--- src/rtl/dxl_pkg.sv ---
package dxl_pkg;
  localparam int ENTRY_W      = 64;
  localparam int CTL_EN_BIT   = 0;
  localparam int CTL_GRAN_BIT = 2;
  localparam int CTL_CODE_LSB = 16;
  localparam int CODE_W       = 3;
  localparam int ENT_VLD_BIT  = 63;
  localparam int ENT_BIG_BIT  = 61;
  localparam int ENT_WR_BIT   = 1;

  typedef enum logic [1:0] {
    PERM_NONE = 2'b00,
    PERM_RO   = 2'b01,
    PERM_RW   = 2'b11
  } perm_e;

  typedef enum logic [1:0] {
    ST_IDLE,
    ST_FETCH,
    ST_DECODE,
    ST_DONE
  } state_e;
endpackage

--- src/rtl/dxl_index_calc.sv ---
module dxl_index_calc #(
  parameter int ADDR_W       = 64,
  parameter int SMALL_SHIFT  = 13,
  parameter int LARGE_SHIFT  = 16,
  parameter int IDX_MIN_W    = 10,
  parameter int LARGE_MAX_CD = 5,
  parameter int ENTRY_LOG2   = 3
) (
  input  logic [ADDR_W-1:0]          vaddr,
  input  logic                       gran_large,
  input  logic [dxl_pkg::CODE_W-1:0] size_code,
  output logic [ADDR_W-1:0]          byte_off,
  output logic                       unsupported
);
  logic [ADDR_W-1:0] shifted;
  logic [ADDR_W-1:0] idx_mask;

  always_comb begin
    shifted     = gran_large ? (vaddr >> LARGE_SHIFT) : (vaddr >> SMALL_SHIFT);
    idx_mask    = (ADDR_W'(1) << (IDX_MIN_W + int'(size_code))) - ADDR_W'(1);
    byte_off    = (shifted & idx_mask) << ENTRY_LOG2;
    unsupported = gran_large && (int'(size_code) > LARGE_MAX_CD);
  end
endmodule

--- src/rtl/dxl_entry_decode.sv ---
module dxl_entry_decode #(
  parameter int ADDR_W       = 64,
  parameter int PA_MSB       = 40,
  parameter int SMALL_SHIFT  = 13,
  parameter int LARGE_BASE_L = 15,
  parameter int LARGE_SHIFT  = 16
) (
  input  logic [dxl_pkg::ENTRY_W-1:0] entry,
  input  logic                        rsp_err,
  input  logic [ADDR_W-1:0]           vaddr,
  output dxl_pkg::perm_e              perm,
  output logic [ADDR_W-1:0]           page_base,
  output logic [ADDR_W-1:0]           off_mask,
  output logic [ADDR_W-1:0]           paddr
);
  import dxl_pkg::*;

  localparam logic [ENTRY_W-1:0] PA_TOP   = (ENTRY_W'(1) << (PA_MSB + 1)) - ENTRY_W'(1);
  localparam logic [ENTRY_W-1:0] SM_BASEM = PA_TOP & ~((ENTRY_W'(1) << SMALL_SHIFT) - ENTRY_W'(1));
  localparam logic [ENTRY_W-1:0] LG_BASEM = PA_TOP & ~((ENTRY_W'(1) << LARGE_BASE_L) - ENTRY_W'(1));
  localparam logic [ADDR_W-1:0]  SM_OFFM  = (ADDR_W'(1) << SMALL_SHIFT) - ADDR_W'(1);
  localparam logic [ADDR_W-1:0]  LG_OFFM  = (ADDR_W'(1) << LARGE_SHIFT) - ADDR_W'(1);

  always_comb begin
    perm      = PERM_NONE;
    page_base = '0;
    off_mask  = '0;
    paddr     = '0;
    if (!rsp_err && entry[ENT_VLD_BIT]) begin
      perm = entry[ENT_WR_BIT] ? PERM_RW : PERM_RO;
      if (entry[ENT_BIG_BIT]) begin
        page_base = ADDR_W'(entry & LG_BASEM);
        off_mask  = LG_OFFM;
      end else begin
        page_base = ADDR_W'(entry & SM_BASEM);
        off_mask  = SM_OFFM;
      end
      paddr = page_base | (vaddr & off_mask);
    end
  end
endmodule

--- src/rtl/dma_xlate_engine.sv ---
module dma_xlate_engine #(
  parameter int ADDR_W      = 64,
  parameter int CTRL_W      = 32,
  parameter int SMALL_SHIFT = 13,
  parameter int LARGE_SHIFT = 16,
  parameter int PA_MSB      = 40
) (
  input  logic              clk,
  input  logic              rst,
  input  logic              req_valid,
  output logic              req_ready,
  input  logic [ADDR_W-1:0] req_vaddr,
  input  logic [CTRL_W-1:0] req_ctrl,
  input  logic [ADDR_W-1:0] req_base,
  output logic              mem_rd_valid,
  input  logic              mem_rd_ready,
  output logic [ADDR_W-1:0] mem_rd_addr,
  input  logic              mem_rsp_valid,
  input  logic [63:0]       mem_rsp_data,
  input  logic              mem_rsp_err,
  output logic              res_valid,
  input  logic              res_ready,
  output logic [ADDR_W-1:0] res_paddr,
  output logic [ADDR_W-1:0] res_page_base,
  output logic [ADDR_W-1:0] res_offset_mask,
  output logic [1:0]        res_perm
);
  import dxl_pkg::*;

  localparam logic [ADDR_W-1:0] BYP_MASK = (ADDR_W'(1) << SMALL_SHIFT) - ADDR_W'(1);

  state_e            state;
  logic [ADDR_W-1:0] lat_vaddr;
  logic [ADDR_W-1:0] rd_addr_q;
  logic [ADDR_W-1:0] off_w;
  logic              unsup_w;
  perm_e             dec_perm;
  logic [ADDR_W-1:0] dec_base, dec_mask, dec_paddr;
  logic [CODE_W-1:0] code_w;

  assign code_w = req_ctrl[CTL_CODE_LSB +: CODE_W];

  dxl_index_calc #(
    .ADDR_W(ADDR_W), .SMALL_SHIFT(SMALL_SHIFT), .LARGE_SHIFT(LARGE_SHIFT)
  ) u_idx (
    .vaddr(req_vaddr), .gran_large(req_ctrl[CTL_GRAN_BIT]), .size_code(code_w),
    .byte_off(off_w), .unsupported(unsup_w)
  );

  dxl_entry_decode #(
    .ADDR_W(ADDR_W), .PA_MSB(PA_MSB), .SMALL_SHIFT(SMALL_SHIFT),
    .LARGE_BASE_L(LARGE_SHIFT - 1), .LARGE_SHIFT(LARGE_SHIFT)
  ) u_dec (
    .entry(mem_rsp_data), .rsp_err(mem_rsp_err), .vaddr(lat_vaddr),
    .perm(dec_perm), .page_base(dec_base), .off_mask(dec_mask), .paddr(dec_paddr)
  );

  always_ff @(posedge clk) begin
    if (rst) begin
      state           <= ST_IDLE;
      lat_vaddr       <= '0;
      rd_addr_q       <= '0;
      res_paddr       <= '0;
      res_page_base   <= '0;
      res_offset_mask <= '0;
      res_perm        <= PERM_NONE;
    end else begin
      unique case (state)
        ST_IDLE: if (req_valid) begin
          lat_vaddr <= req_vaddr;
          if (!req_ctrl[CTL_EN_BIT]) begin
            res_paddr       <= req_vaddr;
            res_page_base   <= req_vaddr & ~BYP_MASK;
            res_offset_mask <= BYP_MASK;
            res_perm        <= PERM_RW;
            state           <= ST_DONE;
          end else if (unsup_w) begin
            res_paddr       <= '0;
            res_page_base   <= '0;
            res_offset_mask <= '0;
            res_perm        <= PERM_NONE;
            state           <= ST_DONE;
          end else begin
            rd_addr_q <= req_base + off_w;
            state     <= ST_FETCH;
          end
        end
        ST_FETCH: if (mem_rd_ready) state <= ST_DECODE;
        ST_DECODE: if (mem_rsp_valid) begin
          res_paddr       <= dec_paddr;
          res_page_base   <= dec_base;
          res_offset_mask <= dec_mask;
          res_perm        <= dec_perm;
          state           <= ST_DONE;
        end
        ST_DONE: if (res_ready) state <= ST_IDLE;
        default: state <= ST_IDLE;
      endcase
    end
  end

  assign req_ready    = (state == ST_IDLE);
  assign mem_rd_valid = (state == ST_FETCH);
  assign mem_rd_addr  = rd_addr_q;
  assign res_valid    = (state == ST_DONE);


  rd_hold_chk: assert property (@(posedge clk) disable iff (rst)
    mem_rd_valid && !mem_rd_ready |=> mem_rd_valid && $stable(mem_rd_addr));


  res_hold_chk: assert property (@(posedge clk) disable iff (rst)
    res_valid && !res_ready |=> res_valid && $stable(res_paddr) &&
      $stable(res_perm) && $stable(res_offset_mask) && $stable(res_page_base));


  busy_chk: assert property (@(posedge clk) disable iff (rst)
    (mem_rd_valid || res_valid) |-> !req_ready);


  bypass_chk: assert property (@(posedge clk) disable iff (rst)
    req_valid && req_ready && !req_ctrl[CTL_EN_BIT] |=>
      res_valid && res_perm == PERM_RW && res_paddr == $past(req_vaddr));


  unsup_chk: assert property (@(posedge clk) disable iff (rst)
    req_valid && req_ready && req_ctrl[CTL_EN_BIT] && req_ctrl[CTL_GRAN_BIT] &&
      (req_ctrl[CTL_CODE_LSB +: CODE_W] > 3'd5) |=> res_valid && res_perm == PERM_NONE);


  err_chk: assert property (@(posedge clk) disable iff (rst)
    mem_rsp_valid && mem_rsp_err && !req_ready && !mem_rd_valid && !res_valid |=>
      res_valid && res_perm == PERM_NONE);
endmodule

--- config.mk ---
export PLATFORM = sky130hd
export DESIGN_NAME = dma_xlate_engine
export DESIGN_NICKNAME = d
export VERILOG_FILES = /design/src/rtl/dxl_pkg.sv /design/src/rtl/dxl_index_calc.sv /design/src/rtl/dxl_entry_decode.sv /design/src/rtl/dma_xlate_engine.sv
export SDC_FILE = /design/constraint.sdc
export NUM_CORES = 1
export LEC_CHECK = 0
export CORE_UTILIZATION = 25
export DETAILED_ROUTE_END_ITERATION = 7
export DONT_BUFFER_PORTS = 1
export PLACE_DENSITY = 0.36
export REMOVE_ABC_BUFFERS = 1
export SYNTH_ARGS = -nofsm -noshare
export SYNTH_HDL_FRONTEND = slang
export SYNTH_SLANG_ARGS = --single-unit
--- constraint.sdc ---
create_clock -name clk -period 5.4 [get_ports clk]
set_input_delay 0.54 -clock clk [delete_from_list [all_inputs] [get_ports clk]]
set_output_delay 0.54 -clock clk [all_outputs]
set_load 0.02 [all_outputs]
==> run_results.csv <==
group,metric,value,unit
layout,syn2layout_area_growth,4.015,%
layout,final_area,10470,um2
setup_path,end_kind,"register",
routing,wl_met3,2245,um
sta,worst_slew_pin_slew,0.9109,ns
setup_path,crit_type,"input port to register",
cts,cts.sinks,152,
min_path,hp-class,"input port to register",
logic_synthesis,synth_common_cells,"nand2_1, a21oi_1, dfxtp_1, buf_4, nor2_1",
floorplanning,num_rows,73,
layout,fillerInstances,4418,
routing,wl_per_cell,20.58,um
sta,slew_viol_final,0,
routing,highest-signal-layer,"met5",
logic_synthesis,synth_edf_count,0,
logic_synthesis,synth-seq-cells,152,
setup_path,cp_cell_sequence,"inv_1 > ha_1 > nand2b_1 > nor4_1 > ha_1 > nand2_1 > o21ai_0 > a221oi_1 > o21ai_0 > a211oi_1 > buf_4 > o211ai_2 > a211oi_2 > nor4_1 > xnor2_1 > a211oi_1",
logic_synthesis,synth_area,10070,um2
routing,drc,0,
cts,numCtsBuffers,17,
sta,clock.fmax,247.0,MHz
cts,path_clk_slew,0.08,ns
setup_path,max_stage_delay,0.49,ns
placement,placed_area,9931,um2
setup_path,timing.reg2reg.setup_slack,2.38,ns
sta,fin_ws,1.351,ns
layout,drive_gt1_share,5.360,%
cts,ctsResizeCount,0,
floorplanning,die_x,202.7,um
placement,place_congestion,0.7723,
global_routing,grt_pass1_wl,53540,um
layout,num-nets-final,1527,
floorplanning,start_util,25.33,%
setup_path,crit_buf_inv,2,
logic_synthesis,synth_seq_area_share,30.23,%
routing,met1_length,17070,um
min_path,holdPathEnd,"lat_vaddr[0]",
placement,dp_slack,0.8424,ns
logic_synthesis,synth_flop_cell,"dfxtp_1",
placement,numPortBuffers,0,
setup_path,worst_r2r_path_depth,8,
min_path,hold_path.startpoint,"rst",
routing,drtIter0Drc,635,
sta,finalClockSkew,0.01538,ns
cts,clock_latency,0.46,ns
global_routing,antenna_found_initial,1,
sta,finalCritPeriodShare,74.98,%
placement,dpl.hpwl,27340,um
cts,root_buffer,"clkbuf_16",
outcome,status,"finished, final reports clean",
routing,totalWireLength,36520,um
setup_path,start_kind,"input port",
sta,period_minus_slack,4.049,ns
global_routing,grt_pass1_vias,8221,
routing,vias_per_cell,4.939,
logic_synthesis,ys_warn_count,0,
floorplanning,dieArea,41070,um2
floorplanning,die_y,202.7,um
routing,vias,8767,
logic_synthesis,synth.most_common_cell,"nand2_1",
logic_synthesis,synth.top_cell.area_share,30.23,%
setup_path,arrival,4.43,ns
logic_synthesis,postSynth.asyncResetShare,0,%
setup_path,critPathTopFamily,"compound AO/OA/AOI/OAI gates",
cts,htreeDepth,4,
sta,setup_viol,0,
routing,routed-wl-met2,16810,um
cts,cts_setup_buffers,0,
floorplanning,ios,492,
global_routing,grt_max_degree,155,
logic_synthesis,synth_area_leader_cell,"dfxtp_1",
routing,firstDrtPassIters,5,
setup_path,r2r-start,"state[0]",
job,max_cap_violations,0,
routing,postRouteAntennaNets,0,
sta,relSlewSlack,39.28,%
logic_synthesis,synth_cell_type_count,62,
pwr,power.density,467.0,nW/um2
setup_path,critPathMaxFanout,9,
sta,rsz0062_at_grt,"false",
global_routing,overflow,0,
global_routing,track_usage,17.47,%
min_path,hold-path-cell-count,1,
layout,finalCoreUtilization,26.35,%
sta,fin_hold_ws,0.1415,ns
logic_synthesis,synth.avg_cell_area,7.614,um2
pwr,p_leak,4.020,nW
setup_path,worstReg2RegEnd,"mem_rd_addr[56]",
floorplanning,core-area,39730,um2
layout,num_antenna_cells,0,
cts,clockBufferDepth,2,
logic_synthesis,synth_area_leaders,"dfxtp_1, buf_4, a21oi_1",
logic_synthesis,synth_cells,1322,
pwr,peakVddDrop,0.3696,mV
sta,hold_violations,0,
setup_path,slowest_stage,"nor4_1",
cts,cts_tree,"yes",
setup_path,required,5.78,ns
cts,cts_hold_buf,0,
-- per-stage QoR --
stage / total power, mW / instances / setup TNS (ns)
5_1_grt: 5.232 / 1775 / 0
2_1_floorplan: 3.283 / 1208 / -0.3362
3_5_place_dp: 3.756 / 1743 / 0
6_report: 4.890 / 1775 / 0
4_1_cts: 4.945 / 1775 / 0
3_3_place_gp: 3.745 / 1743 / 0
-- metal layers --
| metal | GRT usage [%] | up-vias |
|---|---|---|
| li1 | - | 4275 |
| met1 | 23.89 | 4196 |
| met2 | 26.86 | 275 |
| met3 | 4.623 | 19 |
| met4 | 4.780 | 2 |
| met5 | 0 | - |
-- layout by cell type, fill, tap and decap left out, drive strengths merged, types with 16 or more instances in the layout --
cell,netlist,final
o21ai,41,41
a221oi,41,41
xnor2,36,36
a21o,16,16
mux2i,19,19
nand3,42,42
nor2,107,107
dfxtp,152,152
nand2,197,197
nor3,56,56
a211oi,18,18
inv,23,32
a21oi,158,158
clkbuf,59,19
conb,2,91
ha,58,58
-- logic make-up after synthesis --
| kind of cell | after synthesis | share of synthesized area, % |
|---|---|---|
| muxes | 26 | 2.672 |
| AOI/OAI and AO/OA | 341 | 21.19 |
| other | 2 | 0.07461 |
| adders and majority gates | 59 | 7.408 |
| and+or+nand+nor | 466 | 20.87 |
| DFF | 152 | 30.23 |
| buffers and inverters | 226 | 13.20 |
| xor gates and xnor gates | 50 | 4.351 |
-- power breakdown --
| group | internal, mW | switching (mW) | leakage (nW) |
|---|---|---|---|
| registers | 1.40 | 0.791 | 1.24 |
| logic | 0.528 | 1.00 | 2.51 |
| clock network | 0.600 | 0.564 | 0.264 |
-- flip-flops by register name, summed over array words and instances (netlist names) --
name	flops
res_paddr	64
res_page_base	3
lat_vaddr	16
res_perm	2
mem_rd_addr	64
res_offset_mask	1
state	2
-- final cells by class --
cell class	count	area [um2]	share of cell area (%)
multi-input cells	1033	6053	57.82
repair buffers	10	87.58	0.8365
well taps	525	656.9	6.274
flip-flops and latches	152	3047	29.10
clock buffers	19	432.9	4.135
clock inverters	13	106.4	1.016
inverters	23	86.33	0.8246
-- worst max-delay path by stage --
stage	from	endpoint	slack [ns]	cells past startpoint
3_5_place_dp	req_ctrl[17]	mem_rd_addr[63]	0.84	16
3_3_place_gp	req_ctrl[17]	mem_rd_addr[63]	0.88	16
2_1_floorplan	req_ctrl[17]	res_paddr[13]	-0.09	6
5_1_grt	req_ctrl[17]	mem_rd_addr[61]	1.01	16
6_report	req_ctrl[17]	mem_rd_addr[61]	1.35	16
4_1_cts	req_ctrl[17]	mem_rd_addr[63]	1.34	16
(Power assumes the default switching activity.)
